File: src/rtl/mmu_xl_pkg.sv
package mmu_xl_pkg;
  typedef enum logic [4:0] {
    CS_NONE    = 5'd0,
    CS_MISS    = 5'd1,
    CS_PERM_RD = 5'd2,
    CS_PERM_WR = 5'd3,
    CS_PERM_EX = 5'd4,
    CS_SUPER   = 5'd5
  } cause_e;

  typedef enum logic [1:0] {
    RG_DIRECT = 2'd0,
    RG_MAPPED = 2'd1,
    RG_DENIED = 2'd2
  } region_e;

  localparam logic [1:0] ACC_LOAD  = 2'd0;
  localparam logic [1:0] ACC_STORE = 2'd1;
endpackage

File: src/rtl/mmu_region_dec.sv
module mmu_region_dec
  import mmu_xl_pkg::*;
#(
  parameter int unsigned ADDR_W = 32,
  parameter bit MMU_PRESENT = 1'b1,
  parameter logic [ADDR_W-1:0] USER_LIMIT  = 'h8000_0000,
  parameter logic [ADDR_W-1:0] DIRECT_BASE = 'hC000_0000
) (
  input  logic [ADDR_W-1:0] vaddr_i,
  input  logic              super_i,
  output region_e           region_o
);
  generate
    if (!MMU_PRESENT) begin : g_flat
      logic unused_in;
      assign unused_in = ^{vaddr_i, super_i};
      assign region_o  = RG_DIRECT;
    end else begin : g_seg
      always_comb begin
        if (super_i) begin
          region_o = (vaddr_i >= DIRECT_BASE) ? RG_DIRECT : RG_MAPPED;
        end else begin
          region_o = (vaddr_i >= USER_LIMIT) ? RG_DENIED : RG_MAPPED;
        end
      end
    end
  endgenerate
endmodule

File: src/rtl/mmu_perm_chk.sv
module mmu_perm_chk
  import mmu_xl_pkg::*;
#(
  parameter int unsigned ADDR_W = 32
) (
  input  logic [ADDR_W-1:0] vaddr_i,
  input  logic [1:0]        acc_kind_i,
  input  logic              hit_i,
  input  logic [2:0]        perm_i,
  input  logic [ADDR_W-1:0] frame_i,
  input  logic [ADDR_W-1:0] vbase_i,
  output logic [ADDR_W-1:0] paddr_o,
  output logic              ok_o,
  output cause_e            cause_o
);
  logic granted;

  always_comb begin
    paddr_o = frame_i + (vaddr_i - vbase_i);
    unique case (acc_kind_i)
      ACC_LOAD:  granted = perm_i[0];
      ACC_STORE: granted = perm_i[1];
      default:   granted = perm_i[2];
    endcase
    ok_o = hit_i && granted;
    if (!hit_i) begin
      cause_o = CS_MISS;
    end else if (!granted) begin
      unique case (acc_kind_i)
        ACC_LOAD:  cause_o = CS_PERM_RD;
        ACC_STORE: cause_o = CS_PERM_WR;
        default:   cause_o = CS_PERM_EX;
      endcase
    end else begin
      cause_o = CS_NONE;
    end
  end
endmodule

File: src/rtl/mmu_fault_regs.sv
module mmu_fault_regs #(
  parameter int unsigned ADDR_W    = 32,
  parameter int unsigned PAGE_BITS = 12,
  parameter int unsigned VPN_LSB   = 2,
  parameter int unsigned DFLAG_BIT = 2,
  parameter logic [ADDR_W-1:0] PTE_RST = 'hA5C0_0003
) (
  input  logic              clk_i,
  input  logic              rst_ni,
  input  logic              upd_i,
  input  logic              mapped_i,
  input  logic              fetch_i,
  input  logic [ADDR_W-1:0] vaddr_i,
  output logic [ADDR_W-1:0] missinfo_o,
  output logic [ADDR_W-1:0] ptaddr_o,
  output logic [ADDR_W-1:0] badaddr_o
);
  localparam int unsigned VPN_W      = ADDR_W - PAGE_BITS;
  localparam int unsigned SHIFT      = PAGE_BITS - VPN_LSB;
  localparam int unsigned BASE_LSB   = VPN_LSB + VPN_W;
  localparam logic [ADDR_W-1:0] ONE  = ADDR_W'(1);
  localparam logic [ADDR_W-1:0] VPN_MASK  = ((ONE << VPN_W) - ONE) << VPN_LSB;
  localparam logic [ADDR_W-1:0] BASE_MASK = ~((ONE << BASE_LSB) - ONE);

  logic [ADDR_W-1:0] pt_next, mi_next;

  always_comb begin
    pt_next = (ptaddr_o & BASE_MASK) | ((vaddr_i >> SHIFT) & VPN_MASK);
    mi_next = missinfo_o;
    mi_next[DFLAG_BIT] = !fetch_i;
  end

  always_ff @(posedge clk_i or negedge rst_ni) begin
    if (!rst_ni) begin
      missinfo_o <= '0;
      ptaddr_o   <= PTE_RST;
      badaddr_o  <= '0;
    end else if (upd_i) begin
      badaddr_o <= vaddr_i;
      if (mapped_i) begin
        missinfo_o <= mi_next;
        ptaddr_o   <= pt_next;
      end
    end
  end

  p_base_kept_r7: assert property (@(posedge clk_i) disable iff (!rst_ni)
    (upd_i && mapped_i) |=> ((ptaddr_o & BASE_MASK) == $past(ptaddr_o & BASE_MASK)));

  p_regs_hold_r9: assert property (@(posedge clk_i) disable iff (!rst_ni)
    !upd_i |=> ($stable(ptaddr_o) && $stable(missinfo_o) && $stable(badaddr_o)));

  p_denied_keeps_r3: assert property (@(posedge clk_i) disable iff (!rst_ni)
    (upd_i && !mapped_i) |=> ($stable(ptaddr_o) && $stable(missinfo_o)));

  p_dflag_r6: assert property (@(posedge clk_i) disable iff (!rst_ni)
    (upd_i && mapped_i) |=> (missinfo_o[DFLAG_BIT] == !$past(fetch_i)));
endmodule

File: src/rtl/mmu_region_xlate.sv
module mmu_region_xlate
  import mmu_xl_pkg::*;
#(
  parameter int unsigned ADDR_W    = 32,
  parameter int unsigned PAGE_BITS = 12,
  parameter bit          MMU_PRESENT = 1'b1,
  parameter logic [ADDR_W-1:0] USER_LIMIT  = 'h8000_0000,
  parameter logic [ADDR_W-1:0] DIRECT_BASE = 'hC000_0000,
  parameter int unsigned VPN_LSB   = 2,
  parameter int unsigned DFLAG_BIT = 2,
  parameter logic [ADDR_W-1:0] PTE_RST = 'hA5C0_0003
) (
  input  logic              clk_i,
  input  logic              rst_ni,
  input  logic              acc_valid_i,
  input  logic [ADDR_W-1:0] vaddr_i,
  input  logic [1:0]        acc_kind_i,
  input  logic              super_i,
  input  logic              tlb_hit_i,
  input  logic [ADDR_W-1:0] tlb_frame_i,
  input  logic [ADDR_W-1:0] tlb_vbase_i,
  input  logic [2:0]        tlb_perm_i,
  output logic [ADDR_W-1:0] paddr_o,
  output logic              fault_o,
  output logic [4:0]        cause_o,
  output logic [ADDR_W-1:0] missinfo_o,
  output logic [ADDR_W-1:0] ptaddr_o,
  output logic [ADDR_W-1:0] badaddr_o
);
  region_e           region;
  logic [ADDR_W-1:0] xl_paddr;
  logic              xl_ok;
  cause_e            xl_cause;
  logic              flt;
  cause_e            cause;

  mmu_region_dec #(
    .ADDR_W(ADDR_W), .MMU_PRESENT(MMU_PRESENT),
    .USER_LIMIT(USER_LIMIT), .DIRECT_BASE(DIRECT_BASE)
  ) u_dec (
    .vaddr_i(vaddr_i), .super_i(super_i), .region_o(region)
  );

  mmu_perm_chk #(.ADDR_W(ADDR_W)) u_chk (
    .vaddr_i(vaddr_i), .acc_kind_i(acc_kind_i), .hit_i(tlb_hit_i),
    .perm_i(tlb_perm_i), .frame_i(tlb_frame_i), .vbase_i(tlb_vbase_i),
    .paddr_o(xl_paddr), .ok_o(xl_ok), .cause_o(xl_cause)
  );

  always_comb begin
    unique case (region)
      RG_MAPPED: begin
        paddr_o = xl_paddr;
        flt     = !xl_ok;
        cause   = xl_cause;
      end
      RG_DENIED: begin
        paddr_o = vaddr_i;
        flt     = 1'b1;
        cause   = CS_SUPER;
      end
      default: begin
        paddr_o = vaddr_i;
        flt     = 1'b0;
        cause   = CS_NONE;
      end
    endcase
  end

  assign fault_o = acc_valid_i && flt;
  assign cause_o = fault_o ? cause : CS_NONE;

  mmu_fault_regs #(
    .ADDR_W(ADDR_W), .PAGE_BITS(PAGE_BITS), .VPN_LSB(VPN_LSB),
    .DFLAG_BIT(DFLAG_BIT), .PTE_RST(PTE_RST)
  ) u_regs (
    .clk_i(clk_i), .rst_ni(rst_ni), .upd_i(fault_o),
    .mapped_i(region == RG_MAPPED), .fetch_i(acc_kind_i[1]),
    .vaddr_i(vaddr_i), .missinfo_o(missinfo_o), .ptaddr_o(ptaddr_o),
    .badaddr_o(badaddr_o)
  );

  generate
    if (MMU_PRESENT) begin : g_seg_chk
      p_direct_ident_r1: assert property (@(posedge clk_i) disable iff (!rst_ni)
        (acc_valid_i && super_i && vaddr_i >= DIRECT_BASE) |-> (paddr_o == vaddr_i && !fault_o));
      p_user_denied_r3: assert property (@(posedge clk_i) disable iff (!rst_ni)
        (acc_valid_i && !super_i && vaddr_i >= USER_LIMIT) |-> (fault_o && cause_o == CS_SUPER));
      p_miss_cause_r5: assert property (@(posedge clk_i) disable iff (!rst_ni)
        (acc_valid_i && !tlb_hit_i && vaddr_i < USER_LIMIT) |-> (fault_o && cause_o == CS_MISS));
    end else begin : g_flat_chk
      p_no_fault_r10: assert property (@(posedge clk_i) disable iff (!rst_ni)
        !fault_o && paddr_o == vaddr_i);
    end
  endgenerate

  p_badaddr_r8: assert property (@(posedge clk_i) disable iff (!rst_ni)
    fault_o |=> (badaddr_o == $past(vaddr_i)));

  p_quiet_r9: assert property (@(posedge clk_i) disable iff (!rst_ni)
    !fault_o |-> (cause_o == CS_NONE));

  p_cause_set_r4: assert property (@(posedge clk_i) disable iff (!rst_ni)
    fault_o |-> (cause_o != CS_NONE));
endmodule

File: config.mk
export PLATFORM = sky130hd
export DESIGN_NAME = mmu_region_xlate
export DESIGN_NICKNAME = d
export VERILOG_FILES = /design/src/rtl/mmu_xl_pkg.sv /design/src/rtl/mmu_region_dec.sv /design/src/rtl/mmu_perm_chk.sv /design/src/rtl/mmu_fault_regs.sv /design/src/rtl/mmu_region_xlate.sv
export SDC_FILE = /design/constraint.sdc
export NUM_CORES = 1
export LEC_CHECK = 0
export ABC_AREA = 1
export BUFFER_PORTS_ARGS = -buffer_cell sky130_fd_sc_hd__buf_2
export CAP_MARGIN = 20
export CELL_PAD_IN_SITES_DETAIL_PLACEMENT = 0
export CELL_PAD_IN_SITES_GLOBAL_PLACEMENT = 1
export CORE_ASPECT_RATIO = 1.25
export CORE_MARGIN = 2
export CORE_UTILIZATION = 37
export CTS_BUF_LIST = sky130_fd_sc_hd__clkbuf_8
export CTS_CLUSTER_DIAMETER = 50
export CTS_CLUSTER_SIZE = 30
export DETAILED_ROUTE_END_ITERATION = 10
export PLACE_DENSITY = 0.95
export REMOVE_ABC_BUFFERS = 1
export SETUP_SLACK_MARGIN = 0.15
export SKIP_LAST_GASP = 1
export SYNTH_ARGS = -nofsm -noshare
export SYNTH_HDL_FRONTEND = slang
export SYNTH_SLANG_ARGS = --single-unit
File: constraint.sdc
create_clock -name clk_i -period 8.45 [get_ports clk_i]
set_input_delay 1.2675 -clock clk_i [delete_from_list [all_inputs] [get_ports clk_i]]
set_output_delay 1.2675 -clock clk_i [all_outputs]
set_load 0.05 [all_outputs]
# After elaboration in Yosys (flattened, before gate mapping)
# Cells that the tools add are included.
# classes
addsub,2
magnitude_cmp,2
n_eq_ne,3
mux,11
n_bitwise,1
reduce_logical,6
# op_table
operator,n
"32-bit greater-or-equal comparator, second input constant",2
32-bit adder,1
32-bit 2-to-1 mux,1
32-bit by 22-bit bitwise OR with 32-bit output,1
32-bit subtractor,1
5-bit 2-to-1 mux,2
5-bit case mux with 2 select lines,1
3-bit case mux with 2 select lines,1
"2-bit by 1-bit equality test with 1-bit output, second input constant",2
2-bit 2-to-1 mux,2
1-bit case mux with 2 select lines,2
3-bit 2-to-1 mux,1
"2-bit equality test, second input constant",1
1-bit logical AND,2
1-bit logical NOT,2
2-bit logical NOT,1
2-bit AND reduction,1
1-bit 2-to-1 mux,1
# word_totals
reg_bits,65
output_inout_bits,134
word_cells,28

# Depth between registers and ports, before layout
# Gate-level depths: netlist of run 1.
# depth
ltp_word,7
depth_mapped,15
ltp_nobuf,15

# Modules after synthesis
# A second synthesis of run 1 with hierarchy kept.
# hier_totals
cells_unflattened,1077
hier_area_um2,6593.8
# by_module_without_submodules
module,n_inst,cells_per_inst,area_each_um2,seq_area_each_um2
mmu_perm_chk,1,673,3547.2,0.0
mmu_fault_regs,1,273,2448.6,1352.5
mmu_region_xlate,1,126,576.8,0.0
mmu_region_dec,1,5,21.3,0.0

# Worst setup path before layout of run 1
# Ideal clock, no wire load.
# synth_timing
kind,input-to-output
start,in vaddr_i[1]
end,out paddr_o[8]
arrival_time_ns,3.966
t_required_ns,7.183
slack_ns,3.216
path_stages,10
path_cell_list,inv_1 > fa_1 > inv_1 > fa_1 > nand3_1 > nand3_1 > nand2_1 > nand2_1 > xnor2_1 > o21ai_0
# synth_via
elab_chain_cells,5
word_cells_on_any_way,9
cone_classes,add/sub (2); order compare (2); eq/ne (1); mux (4)
# synth_rtl
item,line,source
"start, declared",mmu_region_xlate.sv:16,"input logic [ADDR_W-1:0] vaddr_i,"
branches (longest 4 deep; another with 32-bit subtractor),-,
32-bit 2-to-1 mux (*),mmu_region_xlate.sv:51,unique case (region)
"end, declared",mmu_region_xlate.sv:23,"output logic [ADDR_W-1:0] paddr_o,"
# Every way passes the cells marked *.

# Worst setup path after layout of run 1
# layout_timing
start,in vaddr_i[1]
end,out paddr_o[20]
# Same word-level chain as after synthesis.

==> out/metrics.yaml, run 1 <==
outcome:
  status: "finished, final reports clean"
yosys:
  synth_xor_area_share_pct: 2.250
  syn_area_per_cell_um2: 6.408
  yosysMostFrequentCell: "nand2_1"
  yosys.area.top_type: "dfrtp_1"
  syn_inst: 972
  ys_ff_latch: 54
  synthArstFlopShare_pct: 100.0
  synth.top_cell.area_share_pct: 21.29
  yosys.area_share.simple_pct: 27.26
  synth.distinct_cells: 31
  synth_fa_ha_area_share_pct: 16.39
  synth_edf_count: 0
  synth-compound-area-share_pct: 9.823
  yosys_warnings: 0
  synth_common_cells: "nand2_1, inv_1, dfrtp_1, buf_4, nand3_1"
  synth.mux.area_fraction_pct: 0
  synth_top_family_by_area: "simple AND/OR/NAND/NOR gates"
  synth_ff_type: "dfrtp_1"
  syn_area_mm2: 0.006228
  synth.area.top_cells: "dfrtp_1, nand2_1, inv_1"
  yosysSeqAreaShare_pct: 21.72
critical_path:
  critical_path_class: "input port to output pin"
  crit_family: "adder cells"
  cpPeakStageDelay_ns: 0.54
  critPathBufInv: 4
  worst_path_max_delay_cell: "fa_1"
  critPathRequiredTime_ns: 7.18
  critPathMaxFanout: 4
  r2r-end: "u_regs.ptaddr_o[1]"
  r2r_slack_ns: 7.70
  r2r_start: "u_regs.ptaddr_o[1]"
  path_cells: "buf_2 > inv_1 > fa_1 > inv_1 > fa_1 > nand3_1 > nand3_1 > nand3_1 > nand3_1 > nand2_1 > nand2_1 > nand2_1 > nand3_1 > o21ai_0 > buf_2"
  worst_setup_path_start_kind: "input port"
  reg2reg_depth: 2
  setup.worst_path.end_class: "output pin"
  crit_top_cell: "nand3_1"
  worst-endpoint-arrival_ns: 3.92
detailed_routing:
  post_drt_wl_per_cell_um: 12.22
  finalWirelength_um: 16840
  viasPerCell: 4.358
  drt_iter0_markers: 249
  drt_drc_violations_left: 0
  num_vias: 6006
  first_pass_iters: 4
  antenna_left: 0
placed_design:
  gp_congestion: 0.9224
  dpl-instance-area_mm2: 0.007202
  portBuffers: 196
  dp_cells: 1370
  dp_hpwl_um: 13980
clock_tree:
  post-cts-setup-buffers: 0
  clockBufferDepth: 2
  cts_tree: "built"
  root_buffer: "clkbuf_8"
  cts-buffers-inserted: 5
  clk_pin_slew_worst_paths_ns: 0.11
  cts_resized: 0
  cts_sinks: 54
  clock_latency_ns: 0.31
  cts.htree.levels: 2
  hold_buffers: 0
grt:
  grt_usage_pct: 18.93
  grt_max_degree: 65
  grt_first_pass_wirelength_um: 27160
  first_global_vias: 5859
  overflow: 0
  antenna_found_initial: 0
die:
  coreArea_mm2: 0.01664
  die_w_um: 120.0
  row_count: 53
  initial_core_util_pct: 37.42
  fp.dieH_um: 149.1
  io-pin-count: 240
  die-area_mm2: 0.01789
layout:
  layout.area.seq_mm2: 0.001353
  multi_input_area_mm2: 0.003632
  final_cells: 1378
  area_growth_pct: 17.32
  fillers: 1842
  fin_nets: 1326
  antenna_cells: 0
  drive_above_1_share_pct: 20.81
  finalInstanceArea_mm2: 0.007307
sta:
  hold_violations: 0
  fin_crit_ns: 5.188
  max_slew_margin_pct: 44.84
  period_share_pct: 61.39
  setup_viol: 0
  fin_skew_ns: 0
  rsz0062_at_grt: "false"
  slew_viol_final: 0
  fmax_mhz: 192.8
  finalSetupTns_ns: 0
  worst_slew_pin_slew_ns: 0.8274
pwr:
  vdd_ir_drop_max_v: 0.00008519
  power_density_mw_per_mm2: 202.6
  leakage_nw: 4.668
min_path:
  hold_path_depth: 2
  min_to: "u_regs.ptaddr_o[1]"
  worstHoldStart: "u_regs.ptaddr_o[1]"
  hold_class: "flip-flop to flip-flop"
job:
  cap_viol_max_count: 0
where the power goes:
part | switching, mW | internal (mW) | total, mW
combinational | 0.731 | 0.257 | 0.988
clock | 0.0944 | 0.0755 | 0.170
sequential | 0.0217 | 0.301 | 0.322
total | 0.847 | 0.633 | 1.48
per-layer routing:
layer / vias to the layer above / routed length [µm] / track usage (%)
met5: - / 0 / 0
met4: 0 / 489 / 6.941
met3: 29 / 730 / 2.102
met2: 171 / 8864 / 36.53
met1: 2655 / 6753 / 21.12
li1: 3151 / - / -
worst max-delay path by stage:
| stage | endpoint | startpoint | cells after the start |
|---|---|---|---|
| 6_report | paddr_o[20] | vaddr_i[1] | 15 |
| 2_1_floorplan | paddr_o[8] | vaddr_i[1] | 10 |
| 3_5_place_dp | paddr_o[20] | vaddr_i[1] | 15 |
| 4_1_cts | paddr_o[20] | vaddr_i[1] | 15 |
| 3_3_place_gp | paddr_o[20] | vaddr_i[1] | 15 |
| 5_1_grt | paddr_o[20] | vaddr_i[1] | 15 |
logic make-up (layout without fill, tap and decap cells):
logic type | Yosys count | after routing
flops | 54 | 54
buf+inv | 313 | 458
fa+ha+maj | 63 | 63
simple gates | 421 | 421
other cells | 2 | 43
compound gates | 103 | 103
xor+xnor | 16 | 16
layout by cell type, fill, tap and decap left out, drive strengths merged, types with 23 or more instances in the layout:
cell   netlist  layout
nand3       45      45
ha          32      32
nand2      321     321
inv        252     252
dfrtp       53      53
nor2        38      38
o21ai       76      76
buf         56     198
fa          31      31
a21oi       23      23
conb         2      43
worst reg2reg max path: cells and delay by family, from the launching register on:
family	cells	cell delay [ns]
AND/OR/NAND/NOR	1	0.05
buffers and inverters	1	0.09
flip-flops	1	0.56
final cells by class:
| cell class | instances | share of cell area, % |
|---|---|---|
| Inverter | 252 | 12.95 |
| Clock inverter | 1 | 0.1199 |
| Timing Repair Buffer | 198 | 13.63 |
| Clock buffer | 7 | 1.318 |
| Multi-Input combinational cell | 646 | 49.71 |
| Tap cell | 220 | 3.767 |
| Sequential cell | 54 | 18.51 |
registers in the layout, summed over array words and instances, names as in the netlist:
signal	cells
u_regs.badaddr_o	32
u_regs.ptaddr_o	21
u_regs.missinfo_o	1
per-stage QoR:
step / setup slack (ns) / hold slack [ns] / power, mW / util [%]
floorplan: 3.216 / 0.6870 / 1.076 / -
global placement: 3.276 / 0.4447 / 1.315 / 43.27
detailed placement: 3.254 / 0.4635 / 1.322 / 43.27
CTS: 3.236 / 0.4855 / 1.503 / 43.90
global route: 3.115 / 0.5111 / 1.608 / 43.90
finish: 3.262 / 0.4780 / 1.480 / 43.90
(Power assumes the default switching activity.)
==> run 2, diff against run 1 <==
--- a/config.mk
+++ b/config.mk
@@ -12,12 +12,12 @@
 export CELL_PAD_IN_SITES_GLOBAL_PLACEMENT = 1
 export CORE_ASPECT_RATIO = 1.25
 export CORE_MARGIN = 2
-export CORE_UTILIZATION = 37
+export CORE_UTILIZATION = 31
 export CTS_BUF_LIST = sky130_fd_sc_hd__clkbuf_8
 export CTS_CLUSTER_DIAMETER = 50
 export CTS_CLUSTER_SIZE = 30
 export DETAILED_ROUTE_END_ITERATION = 10
-export PLACE_DENSITY = 0.95
+export PLACE_DENSITY = 0.9
 export REMOVE_ABC_BUFFERS = 1
 export SETUP_SLACK_MARGIN = 0.15
 export SKIP_LAST_GASP = 1
==> constraint.sdc (replaced) <==
create_clock -name clk_i -period 4.6 [get_ports clk_i]
set_input_delay 0.69 -clock clk_i [delete_from_list [all_inputs] [get_ports clk_i]]
set_output_delay 0.69 -clock clk_i [all_outputs]
set_load 0.05 [all_outputs]
==> out/metrics.yaml, run 2 (synthesized netlist as in run 1, its figures left out) <==
outcome:
  status: "finished, final reports clean"  # unchanged
layout:
  multi_input_area_mm2: 0.003632  # unchanged
  fillers: 2252  # was 1842
  layout.area.seq_mm2: 0.001353  # unchanged
  top_regs: "u_regs.badaddr_o (32), u_regs.ptaddr_o (21), u_regs.missinfo_o (1)"  # unchanged
  final_cells: 1425  # was 1378
  mostFrequentLayoutCell: "nand2_1"  # unchanged
  fin_nets: 1327  # was 1326
  max_flop_register: "u_regs.badaddr_o"  # unchanged
  final_cell_mix: "nand2_1, inv_1, buf_2"  # unchanged
  area_growth_pct: 18.22  # was 17.32%
  drive_above_1_share_pct: 20.79  # was 20.81%
  fin_util_pct: 37.68  # was 43.90%
  largest_reg_flops: 32  # unchanged
pwr:
  clock_power_share_pct: 11.3  # was 11.5%
  p_switching_mw: 1.577  # was 847.1 µW
  internal_power_mw: 1.150  # was 633.4 µW
  leakage_nw: 4.671  # was 4.668 nW
  combinationalPowerShare_pct: 66.9  # was 66.7%
  vdd_ir_drop_max_v: 0.0001561  # was 0.00008519 V
  seqPwrFrac_pct: 21.8  # about the same
  power_density_mw_per_mm2: 370.4  # was 202.6 mW/mm²
  swShare_pct: 57.84  # was 57.22%
critical_path:
  critical_path_class: "input port to output pin"  # unchanged
  setup.worst_path.end_class: "output pin"  # unchanged
  worst-endpoint-arrival_ns: 3.33  # was 3.92 ns
  critPathRequiredTime_ns: 3.91  # was 7.18 ns
  r2r_slack_ns: 3.87  # was 7.70 ns
  critPathMaxFanout: 4  # unchanged
  worst_setup_path_start_kind: "input port"  # unchanged
sta:
  finalSetupTns_ns: 0  # unchanged
  max_slew_margin_pct: 45.63  # was 44.84%
  fin_ws_ns: 0.5844  # was 3.262 ns
  fin_crit_ns: 4.016
  setup_viol: 0  # unchanged
  period_share_pct: 87.30
  fmax_mhz: 249.0
  hold_violations: 0  # unchanged
  rsz0062_at_grt: "false"  # unchanged
  worst_slew_pin_slew_ns: 0.8156  # was 0.8274 ns
  slew_viol_final: 0  # unchanged
  fin_skew_ns: 0  # unchanged
placed_design:
  dp_hpwl_um: 14830  # was 13980 µm
  pre_cts_ws_ns: 0.5650  # was 3.254 ns
  gp_congestion: 0.9179  # was 0.9224
  dp_cells: 1416  # was 1370
  portBuffers: 196  # unchanged
die:
  io-pin-count: 240  # unchanged
  die-area_mm2: 0.02125  # was 0.01789 mm²
  fp.dieH_um: 162.5  # was 149.1 µm
  row_count: 57  # was 53
  initial_core_util_pct: 31.87  # was 37.42%
  die_w_um: 130.8  # was 120.0 µm
  coreArea_mm2: 0.01954  # was 0.01664 mm²
grt:
  grt_first_pass_wirelength_um: 28180  # was 27160 µm
  first_global_vias: 5850  # was 5859
  overflow: 0  # unchanged
  grt_max_degree: 65  # unchanged
  grt_usage_pct: 16.95  # was 18.93%
  antenna_found_initial: 2  # was 0
detailed_routing:
  finalWirelength_um: 17710  # was 16840 µm
  drt_iter0_markers: 260  # was 249
  viasPerCell: 4.166  # was 4.358
  post_drt_wl_per_cell_um: 12.43  # was 12.22 µm
  num_vias: 5936  # was 6006
  first_pass_iters: 4  # unchanged
  drt_drc_violations_left: 0  # unchanged
  antenna_left: 0  # unchanged
min_path:
  hold_class: "flip-flop to flip-flop"  # unchanged
clock_tree:
  clockBufferDepth: 2  # unchanged
  clk_pin_slew_worst_paths_ns: 0.11  # about the same
  post-cts-setup-buffers: 0  # unchanged
  root_buffer: "clkbuf_8"  # unchanged
  cts_sinks: 54  # unchanged
  hold_buffers: 0  # unchanged
  cts-buffers-inserted: 5  # unchanged
  cts.htree.levels: 2  # unchanged
  cts_resized: 0  # unchanged
  clock_latency_ns: 0.33  # was 0.31 ns
  cts_tree: "built"  # unchanged
job:
  cap_viol_max_count: 0  # unchanged
[run 2: changes by cell type in the layout (fill, tap and decap cells not counted), sizes merged]
cell    previous run  this run
inv              252       254
clkinv             1         0
buf              198       199
diode              0         1
clkbuf             7         6
[run 2: metal layers]
layer  part of all wire, %  wire length [µm]  up-vias  global-route usage [%]
li1                      -                 -     3146                       -
met1                    41              7206     2611                   19.31
met2                    53              9357      157                   32.15
met3                   4.5               805       20                   2.661
met4                   1.8               327        2                   4.691
met5                 0.062                11        -                       0
[run 2: metrics by stage]
step	hold slack (ns)	cell area, µm²	power, mW
floorplan	0.3944	5931	1.977
global placement	0.4442	7266	2.438
detailed placement	0.4489	7266	2.447
CTS	0.4676	7361	2.770
global route	0.4932	7363	2.959
finish	0.4620	7363	2.727
[run 2: power groups by stage]
stage | clock network [mW] | registers [mW] | logic [mW]
2_1_floorplan | 0 | 0.882 | 1.09
3_3_place_gp | 0 | 0.602 | 1.84
4_1_cts | 0.327 | 0.594 | 1.85
3_5_place_dp | 0 | 0.603 | 1.84
6_report | 0.308 | 0.594 | 1.83
5_1_grt | 0.340 | 0.605 | 2.01
[run 2: cell type report]
class	count	area share [%]
clock buffer	6	1.121
sequential	54	18.37
tap	265	4.503
timing repair buffer	199	13.63
multi-input combinational	646	49.33
antenna	1	0.03398
inverter	252	12.85
clock inverter	2	0.1699
[run 2: worst max-delay path, stage by stage]
cell and delay, ns:
buf_2 0.07, inv_1 0.06, fa_1 0.56, inv_1 0.07, fa_1 0.52, nand3_1 0.12
nand3_1 0.15, nand3_1 0.11, nand3_1 0.20, or2_2 0.34, nand3_1 0.10, o21ai_0 0.09
buf_2 0.23
[run 2: final timing paths]
check	startpoint	end	depth (start not counted)
max in group asynchronous	rst_ni	u_regs.badaddr_o[16]	2
max reg2reg	u_regs.ptaddr_o[15]	u_regs.ptaddr_o[15]	2
min in group asynchronous	rst_ni	u_regs.badaddr_o[0]	2
max	vaddr_i[1]	paddr_o[12]	13
min reg2reg	u_regs.ptaddr_o[1]	u_regs.ptaddr_o[1]	2
min	u_regs.ptaddr_o[1]	u_regs.ptaddr_o[1]	2
